File: src/rtl/drop_stat_pkg.sv
package drop_stat_pkg;
  // Default field widths of the status word.
  localparam int unsigned DEF_BUF_W = 16;
  localparam int unsigned DEF_OVF_W = 11;
  localparam int unsigned DEF_REG_W = 32;

  // Number of status bits used by two counts plus two flags.
  function automatic int unsigned used_bits(input int unsigned bw, input int unsigned ow);
    return bw + ow + 2;
  endfunction
endpackage

File: src/rtl/drop_evt_merge.sv
module drop_evt_merge #(
  parameter int unsigned N = 2
) (
  input  logic [N-1:0] evt,
  output logic         any
);
  logic [N:0] chain;
  assign chain[0] = 1'b0;
  for (genvar i = 0; i < N; i++) begin : g_or
    assign chain[i+1] = chain[i] | evt[i];
  end
  assign any = chain[N];
endmodule

File: src/rtl/drop_counter.sv
module drop_counter #(
  parameter int unsigned W = 16
) (
  input  logic         clk,
  input  logic         rst,
  input  logic         inc,
  input  logic         clr,
  output logic [W-1:0] cnt,
  output logic         wrapped
);
  localparam logic [W-1:0] MAX = {W{1'b1}};
  localparam logic [W-1:0] ONE = W'(1);

  always_ff @(posedge clk) begin
    if (rst) begin
      cnt     <= '0;
      wrapped <= 1'b0;
    end else if (clr) begin
      // Clearing read: an increment in the same cycle survives as 1.
      cnt     <= inc ? ONE : '0;
      wrapped <= 1'b0;
    end else if (inc) begin
      cnt <= cnt + ONE;
      if (cnt == MAX) wrapped <= 1'b1;
    end
  end
endmodule

File: src/rtl/drop_stat_snap.sv
module drop_stat_snap #(
  parameter int unsigned BUF_W = 16,
  parameter int unsigned OVF_W = 11,
  parameter int unsigned REG_W = 32
) (
  input  logic             clk,
  input  logic             rst,
  input  logic             rd_en,
  input  logic [BUF_W-1:0] buf_cnt,
  input  logic             buf_wrap,
  input  logic [OVF_W-1:0] ovf_cnt,
  input  logic             ovf_wrap,
  output logic [REG_W-1:0] rd_data
);
  localparam int unsigned BUF_FLAG_POS = BUF_W;
  localparam int unsigned OVF_LSB      = BUF_W + 1;
  localparam int unsigned OVF_FLAG_POS = BUF_W + OVF_W + 1;

  logic [REG_W-1:0] word;

  always_comb begin
    word                     = '0;
    word[BUF_W-1:0]          = buf_cnt;
    word[BUF_FLAG_POS]       = buf_wrap;
    word[OVF_LSB +: OVF_W]   = ovf_cnt;
    word[OVF_FLAG_POS]       = ovf_wrap;
  end

  always_ff @(posedge clk) begin
    if (rst)        rd_data <= '0;
    else if (rd_en) rd_data <= word;
  end
endmodule

File: src/rtl/drop_stat_reg.sv
module drop_stat_reg
  import drop_stat_pkg::*;
#(
  parameter int unsigned BUF_W = DEF_BUF_W,
  parameter int unsigned OVF_W = DEF_OVF_W,
  parameter int unsigned REG_W = DEF_REG_W
) (
  input  logic             clk,
  input  logic             rst,
  input  logic             buf_miss,
  input  logic             rx_ovf,
  input  logic             runt_drop,
  input  logic             rd_en,
  output logic [REG_W-1:0] rd_data
);
  localparam int unsigned USED = used_bits(BUF_W, OVF_W);

  initial begin
    if (USED > REG_W) $error("status fields do not fit in REG_W");
  end

  logic             ovf_any;
  logic [BUF_W-1:0] buf_cnt;
  logic             buf_wrap;
  logic [OVF_W-1:0] ovf_cnt;
  logic             ovf_wrap;

  drop_evt_merge #(.N(2)) u_merge (
    .evt ({runt_drop, rx_ovf}),
    .any (ovf_any)
  );

  drop_counter #(.W(BUF_W)) u_buf_cnt (
    .clk     (clk),
    .rst     (rst),
    .inc     (buf_miss),
    .clr     (rd_en),
    .cnt     (buf_cnt),
    .wrapped (buf_wrap)
  );

  drop_counter #(.W(OVF_W)) u_ovf_cnt (
    .clk     (clk),
    .rst     (rst),
    .inc     (ovf_any),
    .clr     (rd_en),
    .cnt     (ovf_cnt),
    .wrapped (ovf_wrap)
  );

  drop_stat_snap #(.BUF_W(BUF_W), .OVF_W(OVF_W), .REG_W(REG_W)) u_snap (
    .clk      (clk),
    .rst      (rst),
    .rd_en    (rd_en),
    .buf_cnt  (buf_cnt),
    .buf_wrap (buf_wrap),
    .ovf_cnt  (ovf_cnt),
    .ovf_wrap (ovf_wrap),
    .rd_data  (rd_data)
  );
endmodule

File: config.mk
export PLATFORM = sky130hd
export DESIGN_NAME = drop_stat_reg
export DESIGN_NICKNAME = d
export VERILOG_FILES = /design/src/rtl/drop_stat_pkg.sv /design/src/rtl/drop_evt_merge.sv /design/src/rtl/drop_counter.sv /design/src/rtl/drop_stat_snap.sv /design/src/rtl/drop_stat_reg.sv
export SDC_FILE = /design/constraint.sdc
export NUM_CORES = 1
export LEC_CHECK = 0
export ABC_AREA = 1
export BUFFER_PORTS_ARGS = -buffer_cell sky130_fd_sc_hd__buf_2
export CAP_MARGIN = 20
export CORE_MARGIN = 4
export CORE_UTILIZATION = 40
export CTS_CLUSTER_SIZE = 8
export DETAILED_ROUTE_END_ITERATION = 10
export HOLD_SLACK_MARGIN = 0.08
export PLACE_DENSITY_LB_ADDON = 0.15
export SLEW_MARGIN = 30
export SYNTH_ARGS = -nofsm -noshare
export SYNTH_HDL_FRONTEND = slang
export SYNTH_SLANG_ARGS = --single-unit
File: constraint.sdc
create_clock -name clk -period 3.2 [get_ports clk]
set_input_delay 0.16 -clock clk [delete_from_list [all_inputs] [get_ports clk]]
set_output_delay 0.16 -clock clk [all_outputs]
set_load 0.05 [all_outputs]
==> results.sh, run 1 <==
export IMPL_status="complete, no violations"
export IMPL_rsz0062_at_grt="no"
export IMPL_instances_no_fill=443
export IMPL_min_delay_path_class="input pin to flop"
export IMPL_total_wire_length_after_detailed_routing_um=5040
export IMPL_postLayoutCellArea_um2=2810
export IMPL_unique_masters_post_synth=27
export IMPL_clkLatencyLatePin_ns=0.33
export IMPL_worstSetupStartpointType="input pin"
export IMPL_final_antenna_net_count=0
export IMPL_worstRegToRegCells=8
export IMPL_buffer_and_inverter_count_on_the_worst_path=3
export IMPL_slew_headroom=0.477
export IMPL_grt_pass1_wl_um=8680
export IMPL_dp_slack_ns=1.51
export IMPL_fp_coreArea_um2=5920
export IMPL_antenna_cells_inserted=0
export IMPL_crit_path_cell_trace="dlygate4sd3_1 > buf_2 > inv_1 > o21ai_0 > a21oi_1"
export IMPL_initialDrtViolationCount=71
export IMPL_detailedRoute_firstPassIterationCount=4
export IMPL_gp_congestion=0.794
export IMPL_worstPathMaxFanout=30
export IMPL_post_route_drc_count=0
export IMPL_cts_root_buf="sky130_fd_sc_hd__clkbuf_8"
export IMPL_number_of_top_level_pins=38
export IMPL_crit_reg2reg_launch="u_ovf_cnt.cnt[1]"
export IMPL_initial_core_util=0.411
export IMPL_crit_path_max_delay_family="buffers and inverters"
export IMPL_timing_fmax_mhz=655
export IMPL_flow_area_growth_from_synthesis_pct=15.5
export IMPL_global_route_overflow_total=0
export IMPL_setup_ws_ns=1.67
export IMPL_tritoncts_num_buffers=9
export IMPL_standard_cell_with_the_maximum_stage_delay_on_the_critical_path="sky130_fd_sc_hd__inv_1"
export IMPL_grt_pass1_vias=1951
export IMPL_nNetsFinal=373
export IMPL_via_per_instance_ratio=4.74
export IMPL_final_util=0.474
export IMPL_static_leakage_power_nw=1.15
export IMPL_hold_violations=0
export IMPL_cts_sinks=58
export IMPL_critical_setup_path_kind="input pin to flop"
export IMPL_setup_viol_count_final=0
export IMPL_place_area_um2=2640
export IMPL_vdd_ir_drop_max_v=0.000249
export IMPL_rrSetupSlack_ns=1.85
export IMPL_antenna_found_initial=0
export IMPL_htreeDepth=3
export IMPL_dp_cells=428
export IMPL_cts_max_path_buffers=2
export IMPL_fin_setup_tns_ns=0
export IMPL_placement_rows=28
export IMPL_clk_transition_reported_paths_ns=0.06
export IMPL_slew_violations=0
export IMPL_routed_wire_length_per_instance_um=11.4
export IMPL_maxCapViolations=0
export IMPL_drive_above_1_share=0.198
export IMPL_grt_start_max_net_pins=50
export IMPL_final_min_clock_period_ns=1.53
export IMPL_critical_path_cell_count=5
export IMPL_ys_seq_elements=58
export IMPL_postCtsSetupRepairBufs=0
export IMPL_netlist_area_before_placement_um2=2430
export IMPL_grt_total_usage=0.152
export IMPL_worst_setup_path_endpoint="u_snap.rd_data[17]"
export IMPL_worstReg2RegEnd="u_ovf_cnt.cnt[10]"
export IMPL_detailed_place_hpwl_um=3620
export IMPL_skew_ns=0.00817
export IMPL_tightestPinTransition_ns=0.784
export IMPL_worst_setup_path_end_kind="flop"
export IMPL_num_vias=2101
export IMPL_die_h_um=86.0
export IMPL_final_period_utilization=0.477
export IMPL_synth_cells=330
export IMPL_yosysSeqAreaShare=0.478
export IMPL_timing_critical_path_required_ns=3.46
export IMPL_count_of_port_buffers_added_during_placement=34
export IMPL_syn_area_per_cell_um2=7.37
export IMPL_pwr_density_cell_nw_per_um2=522
export IMPL_timing_critical_path_arrival_ns=1.79
export IMPL_cts_tree="built"
export IMPL_timing_critical_path_from="rst"
export IMPL_timing_critical_path_slowest_cell_delay_ns=0.57
export IMPL_yosysWarningCount=0
export IMPL_die_area_um2=7390
export IMPL_dieWidth_um=86.0
==> metrics by stage <==
step | total power, mW | hold slack (ns)
final | 1.46 | 0.142
after global routing | 1.54 | 0.136
after CTS | 1.49 | 0.126
after detailed placement | 0.927 | 0.387
after global placement | 0.926 | 0.386
after floorplan | 0.895 | 0.229
==> logic make-up (layout without fill, tap and decap cells) <==
kind of cell | count (synthesis) | after routing | share of synthesized area
adders and majority gates | 2 | 2 | 0.0103
and+or+nand+nor | 143 | 143 | 0.265
DFF | 58 | 58 | 0.478
AOI/OAI and AO/OA | 76 | 76 | 0.161
buffers and inverters | 50 | 86 | 0.0849
other | 1 | 3 | 0.00154
==> final cells by class <==
type	count	area (um^2)
fill	638	3110
sequential	58	1160
multi-input combinational	224	1070
timing repair buffer	36	188
clock buffer	11	141
inverter	36	135
tap	75	93.8
clock inverter	3	17.5
==> state kept, by name (all words and copies together) (netlist names) <==
name / flops
u_buf_cnt.cnt: 16
u_buf_cnt.wrapped: 1
u_ovf_cnt.cnt: 11
u_ovf_cnt.wrapped: 1
u_snap.rd_data: 29
==> worst min-delay path by stage <==
stage | slack (ns) | endpoint | startpoint | depth (start not counted)
floorplan | 0.23 | u_ovf_cnt.cnt[0] | rst | 1
global placement | 0.39 | u_ovf_cnt.cnt[0] | rst | 2
detailed placement | 0.39 | u_ovf_cnt.cnt[0] | rst | 2
CTS | 0.13 | u_buf_cnt.cnt[1] | buf_miss | 3
global route | 0.14 | u_buf_cnt.cnt[1] | buf_miss | 3
finish | 0.14 | u_buf_cnt.cnt[1] | buf_miss | 3
==> repair_timing <==
action / CTS / global route
endpoints found under the hold margin: 1 / 0
hold buffers: 1 / 0
gates resized for setup: 0 / 0
==> layout by cell type (no fill, tap or decap), types with 8 or more instances in the layout <==
master                     synthesis  routed
sky130_fd_sc_hd__nor2_1           57      57
sky130_fd_sc_hd__nor2_2            8       8
sky130_fd_sc_hd__dfxtp_1          58      58
sky130_fd_sc_hd__a21oi_1          31      31
sky130_fd_sc_hd__buf_2             5      34
sky130_fd_sc_hd__clkbuf_8          0      10
sky130_fd_sc_hd__nand2_1          50      50
sky130_fd_sc_hd__inv_1            32      32
sky130_fd_sc_hd__o21ai_0          39      39
sky130_fd_sc_hd__nand3_1          10      10
==> tightest hold or removal path, delay by kind of cell <==
kind | cells | cell delay, ns
buf+inv | 1 | 0.13
simple gates | 1 | 0.07
compound gates | 1 | 0.06
==> Yosys cell counts, drive strengths merged <==
cell type   n  area (um^2)
dfxtp      58         1160
a31oi       1         6.26
nor2       69          309
o21ai      42          214
o21bai      1         7.51
ha          2         25.0
nor3        3         20.0
a21oi      31          155
conb        1         3.75
nand4       4         25.0
clkbuf      6         23.8
nand3      11         60.1
inv        36          135
buf         8         47.5
o211ai      1         7.51
nand2      56          230
==> routing by layer <==
layer / up-vias / track usage / part of all wire
met1: 945 / 0.166 / 0.45
met5: - / 0 / 0
met3: 9 / 0.0548 / 0.040
met4: 0 / 0.0647 / 0.019
met2: 27 / 0.263 / 0.49
li1: 1120 / - / -
==> power by group <==
part / switching [mW] / leakage, nW / internal (mW) / total [mW]
Clock: 0.264 / 0.0810 / 0.290 / 0.554
Combinational: 0.122 / 0.600 / 0.0336 / 0.156
Sequential: 0.0106 / 0.473 / 0.744 / 0.755
Note: power is estimated with default switching activity, not from simulation.
==> inputs of run 2 (changes only) <==
Clock period 3.2 ns to 1.25 ns, I/O delays scaled along.
==> run 2 against run 1 <==
Against the previous run:
- combinational power grew to 2.9 times the previous value
- core utilization grew 4.8 points
- final cell count grew 4.7%
- setup slack lost 1.6 ns
==> results.sh, run 2 (synthesis gave the netlist of run 1 again) <==
export IMPL_sequential_cell_area_um2=1170
export IMPL_worstHoldStart="rd_en"
export IMPL_gp_congestion=0.813
export IMPL_rsz0062_at_grt="yes"
export IMPL_die_h_um=86.0
export IMPL_routed_wire_length_per_instance_um=11.8
export IMPL_num_vias=2169
export IMPL_final_antenna_net_count=0
export IMPL_crit_reg2reg_launch="u_ovf_cnt.cnt[1]"
export IMPL_timing_fmax_mhz=855
export IMPL_cts_sinks=58
export IMPL_cts_max_path_buffers=2
export IMPL_path_common_cell="sky130_fd_sc_hd__nor2_4"
export IMPL_grt_pass1_vias=2084
export IMPL_antenna_found_initial=0
export IMPL_cts_tree="built"
export IMPL_initial_core_util=0.411
export IMPL_most_common_layout_cells="sky130_fd_sc_hd__nor2_1, sky130_fd_sc_hd__dfxtp_1, sky130_fd_sc_hd__nand2_1, sky130_fd_sc_hd__o21ai_0, sky130_fd_sc_hd__buf_2"
export IMPL_crit_path_cell_trace="ha_4 > nand2_2 > nor2_4 > inv_2 > nor2_4 > nand3_2 > nand2_1 > nor2_1"
export IMPL_nNetsFinal=393
export IMPL_status="complete, no violations"
export IMPL_maxCapViolations=0
export IMPL_timing_critical_path_required_ns=1.48
export IMPL_total_wire_length_after_detailed_routing_um=5480
export IMPL_timing_critical_path_arrival_ns=1.40
export IMPL_final_period_utilization=0.935
export IMPL_timing_hold_ws_ns=0.162
export IMPL_clkLatencyLatePin_ns=0.33
export IMPL_detailed_place_hpwl_um=3960
export IMPL_dp_cells=441
export IMPL_standard_cell_with_the_maximum_stage_delay_on_the_critical_path="sky130_fd_sc_hd__dfxtp_2"
export IMPL_grt_pass1_wl_um=9340
export IMPL_min_delay_path_class="input pin to flop"
export IMPL_grt_start_max_net_pins=32
export IMPL_tritoncts_num_buffers=9
export IMPL_fp_coreArea_um2=5920
export IMPL_antenna_cells_inserted=0
export IMPL_static_leakage_power_nw=1.30
export IMPL_initialDrtViolationCount=72
export IMPL_die_area_um2=7390
export IMPL_worstPathMaxFanout=5
export IMPL_drive_above_1_share=0.275
export IMPL_fill_cells=608
export IMPL_worst_setup_path_end_kind="flop"
export IMPL_timing_critical_path_from="u_ovf_cnt.cnt[1]"
export IMPL_critical_setup_path_kind="flop to flop"
export IMPL_worstSetupStartpointType="flop"
export IMPL_top_regs="u_snap.rd_data x29, u_buf_cnt.cnt x16, u_ovf_cnt.cnt x11"
export IMPL_timing_critical_path_slowest_cell_delay_ns=0.35
export IMPL_largest_register_ffs=29
export IMPL_post_route_drc_count=0
export IMPL_skew_ns=0.00589
export IMPL_setup_viol_count_final=0
export IMPL_flow_area_growth_from_synthesis_pct=27.3
export IMPL_detailedRoute_firstPassIterationCount=4
export IMPL_slew_violations=0
export IMPL_via_per_instance_ratio=4.67
export IMPL_post_layout_total_power_mw=3.90
export IMPL_grt_total_usage=0.161
export IMPL_number_of_top_level_pins=38
export IMPL_final_util=0.523
export IMPL_fin_setup_tns_ns=0
export IMPL_final_min_clock_period_ns=1.17
export IMPL_global_route_overflow_total=0
export IMPL_hold_violations=0
export IMPL_layout_cells_most_common="sky130_fd_sc_hd__nor2_1"
export IMPL_regMostFlops="u_snap.rd_data"
export IMPL_vdd_ir_drop_max_v=0.000664
export IMPL_htreeDepth=3
export IMPL_instances_no_fill=464
export IMPL_dieWidth_um=86.0
export IMPL_clk_transition_reported_paths_ns=0.06
export IMPL_pwr_density_cell_nw_per_um2=1260
export IMPL_multiInputGateArea_um2=1150
export IMPL_cts_root_buf="sky130_fd_sc_hd__clkbuf_8"
export IMPL_count_of_port_buffers_added_during_placement=34
export IMPL_placement_rows=28
run 2: per-stage QoR:
stage	area [um^2]	setup slack, ns
6_report	3090	0.0810
5_1_grt	3090	-0.0280
4_1_cts	2960	-0.00576
3_5_place_dp	2750	-0.00506
3_3_place_gp	2750	0.0266
2_1_floorplan	2440	0.0467
run 2: critical path, delay by kind of cell, from the launching register on:
kind | cells | cell delay [ns]
buffers and inverters | 1 | 0.06
flip-flops | 1 | 0.35
AND/OR/NAND/NOR | 6 | 0.52
adder cells (fa/ha/maj) | 1 | 0.14
run 2: path summary, 6_finish.rpt:
path | slack (ns) | to | depth (start not counted)
setup / recovery | 0.08 | u_ovf_cnt.cnt[10] | 8
hold / removal | 0.16 | u_buf_cnt.cnt[1] | 4
setup reg to reg | 0.08 | u_ovf_cnt.cnt[10] | 8
hold reg to reg | 0.46 | u_snap.rd_data[16] | 2
run 2: area by class of cell:
type,count,share of cell area
inverter,36,0.0449
multi-input combinational,224,0.372
timing repair buffer,56,0.119
clock inverter,3,0.00485
clock buffer,12,0.0501
tap,75,0.0303
sequential,58,0.379
run 2: layer usage:
layer | GRT usage | up-vias | part of all wire | wire (um)
met5 | 0 | - | 0 | 0
met4 | 0.0734 | 0 | 0.018 | 97
met3 | 0.0490 | 8 | 0.033 | 183
met2 | 0.263 | 26 | 0.48 | 2620
met1 | 0.194 | 972 | 0.47 | 2570
li1 | - | 1163 | - | -
run 2: timing repair:
item                       CTS  global route
buffers inserted             0             4
setup endpoints to repair    2            17
hold buffers                 4             0
hold endpoints to repair     3             0
gates cloned                 0             0
pin swaps                    1            10
resized for setup            0            30
run 2: power by group:
group,total (mW),switching [mW],internal [mW],leakage [nW]
clock network,1.51,0.705,0.806,0.0920
logic,0.455,0.331,0.124,0.729
registers,1.93,0.0272,1.90,0.477
==> inputs of run 3 (changes only) <==
Settings changed: ABC_AREA 1 to default, SETUP_SLACK_MARGIN from default to 0.2.
==> run 3 against run 2 <==
Against the previous run:
- the run now ends with setup timing left
- register-to-register slack got worse by 0.19 ns
- sequential cell count did not move
- global-route usage barely moved
- power fell by 9.7%
- via count fell by 4.7%
- routed wire length rose by 1.2%
- die area fell by 0.89%
- maximum frequency fell by 14%
- sequential power fell by 3%
- hold slack got worse by 0.048 ns
- core utilization rose by 7.3 points
- synthesized area fell by 0.98%
==> results.sh, run 3 <==
export IMPL_timing_critical_path_required_ns=1.52
export IMPL_fin_setup_tns_ns=-0.611
export IMPL_antenna_cells_inserted=0
export IMPL_dp_slack_ns=-0.131
export IMPL_groute_layer_met2_usage=0.275
export IMPL_initial_core_util=0.424
export IMPL_die_area_um2=7320
export IMPL_synth_area_leaders="sky130_fd_sc_hd__dfxtp_1, sky130_fd_sc_hd__mux2i_1, sky130_fd_sc_hd__nor2_1, sky130_fd_sc_hd__a21oi_1, sky130_fd_sc_hd__o31ai_1"
export IMPL_antenna_found_initial=0
export IMPL_critical_setup_path_kind="flop to flop"
export IMPL_final_period_utilization=1.09
export IMPL_drive_above_1_share=0.407
export IMPL_post_route_drc_count=0
export IMPL_grt_pass1_vias=2008
export IMPL_hold_violations=0
export IMPL_syn_area_per_cell_um2=9.75
export IMPL_min_delay_path_class="input pin to flop"
export IMPL_num_vias=2068
export IMPL_rsz0062_at_grt="yes"
export IMPL_final_min_clock_period_ns=1.36
export IMPL_grt_pass1_wl_um=9290
export IMPL_skew_ns=0.00582
export IMPL_tritoncts_num_buffers=9
export IMPL_largest_register_ffs=29
export IMPL_cts_root_buf="sky130_fd_sc_hd__clkbuf_8"
export IMPL_maxCapViolations=0
export IMPL_synth_top_flop_cell="sky130_fd_sc_hd__dfxtp_1"
export IMPL_failed_checks="setup timing"
export IMPL_layout_cells_most_common="sky130_fd_sc_hd__buf_4"
export IMPL_globalRouteMet3Util=0.0586
export IMPL_netlist_area_before_placement_um2=2410
export IMPL_gp_congestion=0.762
export IMPL_top_regs="u_snap.rd_data x29, u_buf_cnt.cnt x16, u_ovf_cnt.cnt x11"
export IMPL_static_leakage_power_nw=1.48
export IMPL_rrSetupSlack_ns=-0.11
export IMPL_total_wire_length_after_detailed_routing_um=5540
export IMPL_synth_edff_count=0
export IMPL_global_route_overflow_total=0
export IMPL_grt_start_max_net_pins=24
export IMPL_final_antenna_net_count=0
export IMPL_crit_reg2reg_launch="u_ovf_cnt.cnt[0]"
export IMPL_nNetsFinal=343
export IMPL_cts_max_path_buffers=2
export IMPL_cts_sinks=58
export IMPL_crit_path_cell_trace="buf_4 > o2111ai_4 > or4_1 > a21oi_1"
export IMPL_yosysTopAreaCell="sky130_fd_sc_hd__dfxtp_1"
export IMPL_share_of_flip_flops_with_an_asynchronous_set_or_reset_after_synthesis=0
export IMPL_standard_cell_with_the_maximum_stage_delay_on_the_critical_path="sky130_fd_sc_hd__or4_1"
export IMPL_yosysSeqAreaShare=0.482
export IMPL_worstHoldStart="buf_miss"
export IMPL_worstReg2RegEnd="u_ovf_cnt.cnt[9]"
export IMPL_setup_viol_count_final=10
export IMPL_die_h_um=85.6
export IMPL_synth_cells=247
export IMPL_final_util=0.595
export IMPL_crit_path_max_delay_family="simple AND/OR/NAND/NOR gates"
export IMPL_yosysWarningCount=0
export IMPL_fill_cells=499
export IMPL_clkLatencyLatePin_ns=0.34
export IMPL_gr_max_usage_layer="met2"
export IMPL_clk_transition_reported_paths_ns=0.06
export IMPL_timing_critical_path_arrival_ns=1.63
export IMPL_status="complete, but fails checks"
export IMPL_slew_violations=0
export IMPL_dieWidth_um=85.6
export IMPL_number_of_top_level_pins=38
export IMPL_count_of_port_buffers_added_during_placement=34
export IMPL_holdPathStages=3
export IMPL_buffer_and_inverter_count_on_the_worst_path=1
export IMPL_most_common_layout_cells="sky130_fd_sc_hd__buf_4, sky130_fd_sc_hd__dfxtp_1, sky130_fd_sc_hd__nor2_1, sky130_fd_sc_hd__mux2i_1, sky130_fd_sc_hd__buf_2"
export IMPL_worstRegToRegCells=4
export IMPL_cts_tree="built"
export IMPL_worstSetupStartpointType="flop"
export IMPL_flow_area_growth_from_synthesis_pct=40.4
export IMPL_yosysTopAreaCellShare=0.482
export IMPL_grtUsageMet1=0.182
export IMPL_synth_cell_count_leaders="sky130_fd_sc_hd__dfxtp_1, sky130_fd_sc_hd__nor2_1, sky130_fd_sc_hd__mux2i_1"
export IMPL_unique_masters_post_synth=40
export IMPL_regMostFlops="u_snap.rd_data"
export IMPL_setup_ws_ns=-0.110
export IMPL_vdd_ir_drop_max_v=0.000711
export IMPL_ys_seq_elements=58
export IMPL_min_delay_worst_endpoint="u_buf_cnt.cnt[0]"
export IMPL_routed_wire_length_per_instance_um=13.6
export IMPL_timing_critical_path_slowest_cell_delay_ns=0.52
export IMPL_detailed_place_hpwl_um=3850
export IMPL_grt_total_usage=0.161
export IMPL_detailedRoute_firstPassIterationCount=4
export IMPL_htreeDepth=3
export IMPL_pwr_density_cell_nw_per_um2=1040
export IMPL_via_per_instance_ratio=5.06
export IMPL_placement_rows=27
export IMPL_worstPathMaxFanout=4
export IMPL_worst_setup_path_end_kind="flop"
export IMPL_timing_fmax_mhz=735
export IMPL_fp_coreArea_um2=5680
export IMPL_post_synth_top_count_cell="sky130_fd_sc_hd__dfxtp_1"
export IMPL_initialDrtViolationCount=49
## run 3: cell count changes after synthesis, moves of 8 or more
cell	previous run	this run
sky130_fd_sc_hd__a21oi_1	31	11
sky130_fd_sc_hd__o21ai_0	39	6
sky130_fd_sc_hd__nor2_2	8	0
sky130_fd_sc_hd__nor2_1	57	41
sky130_fd_sc_hd__nand2_1	50	11
sky130_fd_sc_hd__inv_1	32	3
sky130_fd_sc_hd__mux2i_1	0	33
## run 3: tightest hold or removal path, cell delays in order
cell	delay [ns]
sky130_fd_sc_hd__buf_2	0.18
sky130_fd_sc_hd__xnor2_1	0.10
sky130_fd_sc_hd__nor2_1	0.08
## run 3: logic make-up after synthesis
group	count (synthesis)	share of synthesized area
and+or+nand+nor	90	0.193
DFF	58	0.482
AOI/OAI and AO/OA	35	0.0977
muxes	34	0.142
buffers and inverters	19	0.0442
xor gates and xnor gates	8	0.0291
adders and majority gates	2	0.0104
other	1	0.00156
## run 3: final cells by class
class,instances,area (um^2),share of cell area
Clock buffer,12,145,0.0429
Tap cell,72,90.1,0.0267
Clock inverter,1,5.00,0.00148
Timing Repair Buffer,91,651,0.193
Sequential cell,58,1180,0.351
Inverter,3,11.3,0.00333
Multi-Input combinational cell,172,1290,0.382
## run 3: routing by layer
layer | up-vias | routed length [um]
li1 | 1053 | -
met1 | 974 | 2450
met2 | 32 | 2790
met3 | 9 | 225
met4 | 0 | 72
met5 | - | 0
## run 3: worst max-delay path by stage
stage | from | to | slack (ns) | cells past startpoint
6_report | u_ovf_cnt.cnt[0] | u_ovf_cnt.cnt[9] | -0.11 | 4
5_1_grt | u_ovf_cnt.cnt[0] | u_ovf_cnt.cnt[10] | -0.20 | 4
4_1_cts | u_ovf_cnt.cnt[0] | u_ovf_cnt.cnt[10] | -0.11 | 4
3_5_place_dp | u_ovf_cnt.cnt[1] | u_ovf_cnt.cnt[10] | -0.13 | 4
3_3_place_gp | u_ovf_cnt.cnt[0] | u_ovf_cnt.cnt[10] | -0.09 | 4
2_1_floorplan | u_ovf_cnt.cnt[0] | u_ovf_cnt.cnt[10] | -0.08 | 4
## run 3: timing repair
item | 4_1_cts | 5_1_grt
gates cloned | 0 | 0
endpoints found under the hold margin | 7 | 0
hold buffers | 2 | 0
setup endpoints to repair | 19 | 50
buffers inserted | 8 | 2
gates resized for setup | 15 | 14
pin swaps | 13 | 2
## run 3: per-stage QoR
| step | instances | hold WS, ns | area, um^2 | power [mW] |
|---|---|---|---|---|
| finish | 409 | 0.114 | 3380 | 3.52 |
| global route | 409 | 0.129 | 3380 | 3.67 |
| global placement | 384 | 0.382 | 3010 | 2.14 |
| detailed placement | 384 | 0.389 | 3010 | 2.14 |
| CTS | 407 | 0.100 | 3320 | 3.57 |
| floorplan | 249 | 0.244 | 2490 | 2.07 |
## run 3: power breakdown
group	internal (mW)	switching (mW)	leakage, nW
Clock	0.737	0.673	0.0782
Combinational	0.0923	0.146	0.925
Sequential	1.86	0.0119	0.476
